--- src/rtl/ptb_pkg.sv ---
`timescale 1ns/1ps
package ptb_pkg;
   // word layout; the bit positions are decoded by software, so they are fixed
   localparam int RES_LSB   = 0;
   localparam int RES_W     = 5;
   localparam int DIV_LSB   = 5;
   localparam int DIV_W     = 18;
   localparam int DIV_FRAC  = 8;
   localparam int PAUSE_BIT = 23;
   localparam int CLR_BIT   = 24;
   localparam int SEL_BIT   = 25;
   localparam int UPD_BIT   = 26;
   localparam int CFG_W     = 32;
   localparam int STORE_W   = UPD_BIT;   // bits kept in the register
   localparam logic [CFG_W-1:0] CFG_RESET = 32'h0100_0000;

   typedef enum logic {SRC_SLOW = 1'b0, SRC_REF = 1'b1} src_e;

   typedef struct packed {
      logic sel;
      logic hold;
      logic clr;
   } ctl_t;

   typedef struct packed {
      logic [DIV_W-1:0] div;
      logic [RES_W-1:0] res;
   } act_t;
endpackage

--- src/rtl/ptb_cfg.sv ---
`timescale 1ns/1ps
module ptb_cfg
   import ptb_pkg::*;
(
   input  logic             clk,
   input  logic             rst_n,
   input  logic             we,
   input  logic [CFG_W-1:0] wdata,
   output logic [CFG_W-1:0] rdata,
   output ctl_t             ctl,
   output act_t             act
);
   logic [STORE_W-1:0] stored_q;
   act_t               act_q;

   always_ff @(posedge clk or negedge rst_n) begin
      if (!rst_n) begin
         stored_q <= CFG_RESET[STORE_W-1:0];
         act_q    <= '0;
      end else if (we) begin
         stored_q <= wdata[STORE_W-1:0];
         if (wdata[UPD_BIT]) begin
            act_q.div <= wdata[DIV_LSB +: DIV_W];
            act_q.res <= wdata[RES_LSB +: RES_W];
         end
      end
   end

   // wdata[31:27] are dropped and the strobe is not stored, so they are unused
   logic unused_hi;
   assign unused_hi = ^wdata[CFG_W-1:UPD_BIT];

   assign rdata    = {{(CFG_W-STORE_W){1'b0}}, stored_q};
   assign ctl.sel  = stored_q[SEL_BIT];
   assign ctl.hold = stored_q[PAUSE_BIT];
   assign ctl.clr  = stored_q[CLR_BIT];
   assign act      = act_q;
endmodule

--- src/rtl/ptb_fracdiv.sv ---
`timescale 1ns/1ps
module ptb_fracdiv #(
   parameter int DIV_W  = 18,
   parameter int FRAC_W = 8
) (
   input  logic             clk,
   input  logic             rst_n,
   input  logic             clr,
   input  logic             src_tick,
   input  logic [DIV_W-1:0] div,
   output logic             tick
);
   localparam int ACC_W = DIV_W + 1;
   localparam logic [ACC_W-1:0] ONE = ACC_W'(1) << FRAC_W;

   if (FRAC_W < 1 || FRAC_W >= DIV_W) begin : g_bad_frac
      $error("ptb_fracdiv: FRAC_W must lie in 1..DIV_W-1");
   end

   logic [ACC_W-1:0] acc_q, div_ext, div_eff, sum;
   logic             hit;

   assign div_ext = {1'b0, div};
   assign div_eff = (div_ext < ONE) ? ONE : div_ext;
   assign sum     = acc_q + ONE;
   assign hit     = (sum >= div_eff);

   always_ff @(posedge clk or negedge rst_n) begin
      if (!rst_n) begin
         acc_q <= '0;
         tick  <= 1'b0;
      end else if (clr) begin
         acc_q <= '0;
         tick  <= 1'b0;
      end else begin
         tick <= src_tick & hit;
         if (src_tick) acc_q <= hit ? (sum - div_eff) : sum;
      end
   end
endmodule

--- src/rtl/ptb_counter.sv ---
`timescale 1ns/1ps
module ptb_counter #(
   parameter int CNT_W = 16,
   parameter int RES_W = 5
) (
   input  logic             clk,
   input  logic             rst_n,
   input  logic             clr,
   input  logic             hold,
   input  logic             tick,
   input  logic [RES_W-1:0] res,
   output logic [CNT_W-1:0] cnt,
   output logic             wrap
);
   logic [CNT_W-1:0] lim;
   logic             at_top;

   // bit i of the limit is set when i < res; res >= CNT_W fills the width
   for (genvar i = 0; i < CNT_W; i++) begin : g_lim
      assign lim[i] = (32'(res) > i);
   end

   assign at_top = (cnt >= lim);

   always_ff @(posedge clk or negedge rst_n) begin
      if (!rst_n) begin
         cnt  <= '0;
         wrap <= 1'b0;
      end else if (clr) begin
         cnt  <= '0;
         wrap <= 1'b0;
      end else if (tick && !hold) begin
         cnt  <= at_top ? '0 : cnt + 1'b1;
         wrap <= at_top;
      end else begin
         wrap <= 1'b0;
      end
   end
endmodule

--- src/rtl/pwm_timebase.sv ---
`timescale 1ns/1ps
module pwm_timebase
   import ptb_pkg::*;
#(
   parameter int CNT_W = 16
) (
   input  logic             clk,
   input  logic             rst_n,
   input  logic             cfg_we,
   input  logic [31:0]      cfg_wdata,
   output logic [31:0]      cfg_rdata,
   input  logic             slow_tick,
   input  logic             ref_tick,
   output logic [CNT_W-1:0] count,
   output logic             overflow
);
   if (CNT_W < 1 || CNT_W > 32) begin : g_bad_cnt
      $error("pwm_timebase: CNT_W must lie in 1..32");
   end

   ctl_t             ctl;
   act_t             act;
   logic             src_tick;
   logic             div_tick;
   logic [CNT_W-1:0] cnt_q;
   logic             wrap_q;

   ptb_cfg u_cfg (
      .clk   (clk),
      .rst_n (rst_n),
      .we    (cfg_we),
      .wdata (cfg_wdata),
      .rdata (cfg_rdata),
      .ctl   (ctl),
      .act   (act)
   );

   assign src_tick = (src_e'(ctl.sel) == SRC_REF) ? ref_tick : slow_tick;

   ptb_fracdiv #(.DIV_W(DIV_W), .FRAC_W(DIV_FRAC)) u_div (
      .clk      (clk),
      .rst_n    (rst_n),
      .clr      (ctl.clr),
      .src_tick (src_tick),
      .div      (act.div),
      .tick     (div_tick)
   );

   ptb_counter #(.CNT_W(CNT_W), .RES_W(RES_W)) u_cnt (
      .clk   (clk),
      .rst_n (rst_n),
      .clr   (ctl.clr),
      .hold  (ctl.hold),
      .tick  (div_tick),
      .res   (act.res),
      .cnt   (cnt_q),
      .wrap  (wrap_q)
   );

   assign count    = ctl.clr ? '0 : cnt_q;
   assign overflow = wrap_q;
endmodule

--- config.mk ---
export PLATFORM = sky130hd
export DESIGN_NAME = pwm_timebase
export DESIGN_NICKNAME = d
export VERILOG_FILES = /design/src/rtl/ptb_pkg.sv /design/src/rtl/ptb_cfg.sv /design/src/rtl/ptb_fracdiv.sv /design/src/rtl/ptb_counter.sv /design/src/rtl/pwm_timebase.sv
export SDC_FILE = /design/constraint.sdc
export NUM_CORES = 1
export LEC_CHECK = 0
export CORE_ASPECT_RATIO = 1.25
export CORE_UTILIZATION = 25
export DETAILED_ROUTE_END_ITERATION = 10
export GPL_TIMING_DRIVEN = 0
export PLACE_DENSITY = 0.49
export SYNTH_ARGS = -nofsm -noshare
export SYNTH_HDL_FRONTEND = slang
export SYNTH_SLANG_ARGS = --single-unit
export TNS_END_PERCENT = 20
--- constraint.sdc ---
create_clock -name clk -period 3.11 [get_ports clk]
set_input_delay 0.622 -clock clk [delete_from_list [all_inputs] [get_ports clk]]
set_output_delay 0.622 -clock clk [all_outputs]
set_load 0.02 [all_outputs]
==> impl_metrics.py <==
metrics = {
    "yosys": {
        "ys.flop_type": "dfrtp_1",
        "syn_inst": 560,
        "synth-seq-cells": 86,
        "ys_seq_area_frac": 0.390,
        "synth_compound_area_frac": 0.148,
        "ys_warn_count": 0,
        "synth_xor_area_frac": 0.0349,
        "synth_cell_type_count": 59,
        "synth_edf_count": 0,
        "yosys.area.top_type": "dfrtp_1",
        "synth_adder_area_share": 0.0853,
        "yosys.area_share.simple": 0.154,
        "synth_top_family_by_area": "simple AND/OR/NAND/NOR gates",
        "synth.area.top_cells": "dfrtp_1, mux2_2, ha_1",
        "muxShareOfSynthArea": 0.137,
        "syn_avg_cell_area_um2": 9.85,
        "async_reset_ff_frac": 1.00,
        "netlist.area_leader.share": 0.385,
        "syn_area_um2": 5520,
    },
    "sta": {
        "fin_crit_ns": 3.15,
        "slew_headroom": 0.186,
        "fin_ws_ns": -0.0386,
        "tightest_slew_ns": 1.19,
        "setup_viol": 3,
        "worst_clock_skew_ns": 0.00710,
        "fmax_mhz": 318,
        "drv_slew": 0,
        "timing.final.crit_share": 1.01,
        "rsz0062_at_grt": "true",
        "hold_violations": 0,
    },
    "power": {
        "ir_worst_vdd_v": 0.000332,
        "power.internal_uw": 3310,
        "clkPwrFrac": 0.198,
        "power_uw": 5430,
        "switching_power_uw": 2110,
        "pwr-share-seq": 0.276,
        "p_leak_uw": 0.00335,
        "comb_power_share": 0.525,
        "swShare": 0.390,
        "p_per_area_nw_per_um2": 706,
    },
    "die": {
        "placementRows": 60,
        "start_util": 0.255,
        "die_h_um": 168,
        "pin_count": 86,
        "core_um2": 21600,
        "fp.dieArea_um2": 22700,
        "die_w_um": 135,
    },
    "cells_and_area": {
        "fin_nets": 763,
        "fin_cells": 973,
        "diodes": 0,
        "fillerInstances": 2167,
        "final_cell_mix": "dfrtp_1, clkdlybuf4s50_1, mux2_2",
        "drive_above_1_share": 0.285,
        "seq_area_um2": 2160,
        "area_delta_synth_final_pct": 39.2,
        "mostFrequentLayoutCell": "dfrtp_1",
        "multi_input_area_um2": 3470,
    },
    "grt": {
        "grt-ovfl-total": 0,
        "grt_usage": 0.134,
        "antenna_found_initial": 0,
        "met1_usage": 0.163,
        "busiest_layer": "met2",
        "grt_pass1_vias": 4713,
        "grt_pass1_wl_um": 24100,
        "grt_use_met3": 0.0229,
        "met2_usage": 0.234,
        "grt_max_degree": 57,
    },
    "status": {
        "violations": "negative setup slack",
        "status": "complete, but fails checks",
    },
    "detailed_routing": {
        "drc": 0,
        "ant_nets": 0,
        "via_per_inst": 4.73,
        "drt_pass1_iterations": 4,
        "vias": 4606,
        "wl_um": 15100,
        "drtIter0Drc": 131,
        "wire_per_inst_um": 15.6,
    },
    "critical_path": {
        "reg2reg_depth": 16,
        "start_kind": "flip-flop",
        "max_stage_delay_ns": 0.39,
        "worst-path-buf-inv": 4,
        "crit_path_frequent_cell": "buf_6",
        "cp_top_family": "simple AND/OR/NAND/NOR gates",
        "crit_fanout": 10,
        "required_ns": 3.31,
        "cp.depth": 16,
        "arrival_ns": 3.35,
        "crit_type": "reg2reg",
        "cp_slowest_cell": "dfrtp_1",
        "critPathCaptureType": "flip-flop",
        "crit_chain": "buf_6, ha_4, nand3_4, nor2_4, buf_6, xor2_1, ha_1, and4_4, nand4_1, nor4b_2, a211oi_2, o2111ai_2, buf_6, buf_8, mux2i_2, a21oi_1",
    },
    "clock_network": {
        "cts_root_buf": "clkbuf_16",
        "cts_buffers": 9,
        "insertion_delay_ns": 0.34,
        "clkTransAtPathRegs_ns": 0.06,
        "clk_path_buf_depth": 2,
        "cts_tree": "done",
        "h-tree-depth": 3,
        "cts_sinks": 86,
    },
    "placed_design": {
        "dp_hpwl_um": 10900,
        "routabilityCongestion": 0.854,
        "dp.cells": 919,
        "io_buffers": 74,
    },
    "hold_path": {
        "hp-class": "in2async",
    },
    "run": {
        "maxCapViolCount": 0,
    },
}
-- worst reg2reg max path, stage by stage (launching register included) --
cell and delay (ns):
dfrtp_1 0.39, buf_6 0.13, ha_4 0.16, nand3_4 0.11, nor2_4 0.06, buf_6 0.11, xor2_1 0.13, ha_1 0.36
and4_4 0.25, nand4_1 0.15, nor4b_2 0.34, a211oi_2 0.07, o2111ai_2 0.11, buf_6 0.17, buf_8 0.15, mux2i_2 0.24
a21oi_1 0.09
-- repair_timing --
item,4_1_cts,5_1_grt
endpoints found under the setup margin,37,36
gates cloned,0,1
pin swaps,19,27
hold buffers,0,0
buffers inserted,23,18
resized for setup,45,43
-- cells in the mapped netlist (12+ instances only) --
cell	n
dfrtp_1	85
mux2_2	50
nand2_1	49
a21oi_1	47
ha_1	36
inv_1	26
nor2_1	25
nand3_1	20
nor2b_1	20
mux2i_1	19
o21ai_0	16
xnor2_1	13
a21o_1	12
-- per-layer routing --
| layer | wire (um) | part of all wire |
|---|---|---|
| met1 | 6530 | 0.43 |
| met2 | 7850 | 0.52 |
| met3 | 487 | 0.032 |
| met4 | 276 | 0.018 |
| met5 | 0 | 0 |
-- registers in the layout, summed over array words and instances, names as in the netlist --
signal	cells
u_div.acc_q	19
u_cnt.cnt	16
u_cfg.stored_q	26
u_cnt.wrap	1
u_div.tick	1
u_cfg.act	23
-- logic make-up after synthesis --
group	count (synthesis)
AOI/OAI and AO/OA	124
muxes	69
and+or+nand+nor	165
other	1
buffers and inverters	56
DFF	86
adders and majority gates	37
xor gates and xnor gates	22
-- worst paths after layout --
check | startpoint | endpoint | slack [ns]
max in group asynchronous | rst_n | u_cfg.stored_q[24]$_DFFE_PN1P_ | 2.21
worst max register to register | u_div.acc_q[8]$_DFFE_PN0P_ | u_div.acc_q[12]$_DFFE_PN0P_ | -0.04
worst min register to register | u_cfg.stored_q[11]$_DFFE_PN0P_ | u_cfg.stored_q[11]$_DFFE_PN0P_ | 0.51
min in group clk | u_cfg.stored_q[11]$_DFFE_PN0P_ | u_cfg.stored_q[11]$_DFFE_PN0P_ | 0.51
worst max-delay path | u_div.acc_q[8]$_DFFE_PN0P_ | u_div.acc_q[12]$_DFFE_PN0P_ | -0.04
worst min-delay path | rst_n | u_cfg.stored_q[6]$_DFFE_PN0P_ | 0.22
-- area by class of cell --
class / count / area share
multi-input cells: 423 / 0.452
inverters: 26 / 0.0127
well taps: 279 / 0.0454
flip-flops and latches: 86 / 0.281
plain buffers: 26 / 0.0239
repair buffers: 117 / 0.146
clock buffers: 11 / 0.0303
clock inverters: 5 / 0.00782
-- per-stage QoR --
stage	setup TNS, ns	utilization	cell area [um2]	hold slack [ns]	worst slack (ns)
after global routing	-1.39	0.355	7680	0.250	-0.156
final	-0.0656	0.355	7680	0.218	-0.0386
after floorplan	0	-	5540	0.326	0.0120
after detailed placement	-17.25	0.308	6660	0.494	-0.831
after global placement	-177.83	0.307	6630	0.494	-1.90
after CTS	-0.756	0.338	7320	0.223	-0.0817
-- power by group through the flow --
stage                     logic, uW  clock network, uW  registers (uW)
after detailed placement       2200                  0            1490
after global routing           3120               1150            1520
after CTS                      2570               1110            1490
after floorplan                1610                  0            1480
final                          2850               1080            1500
after global placement         2170                  0            1480
(Power assumes the default switching activity.)
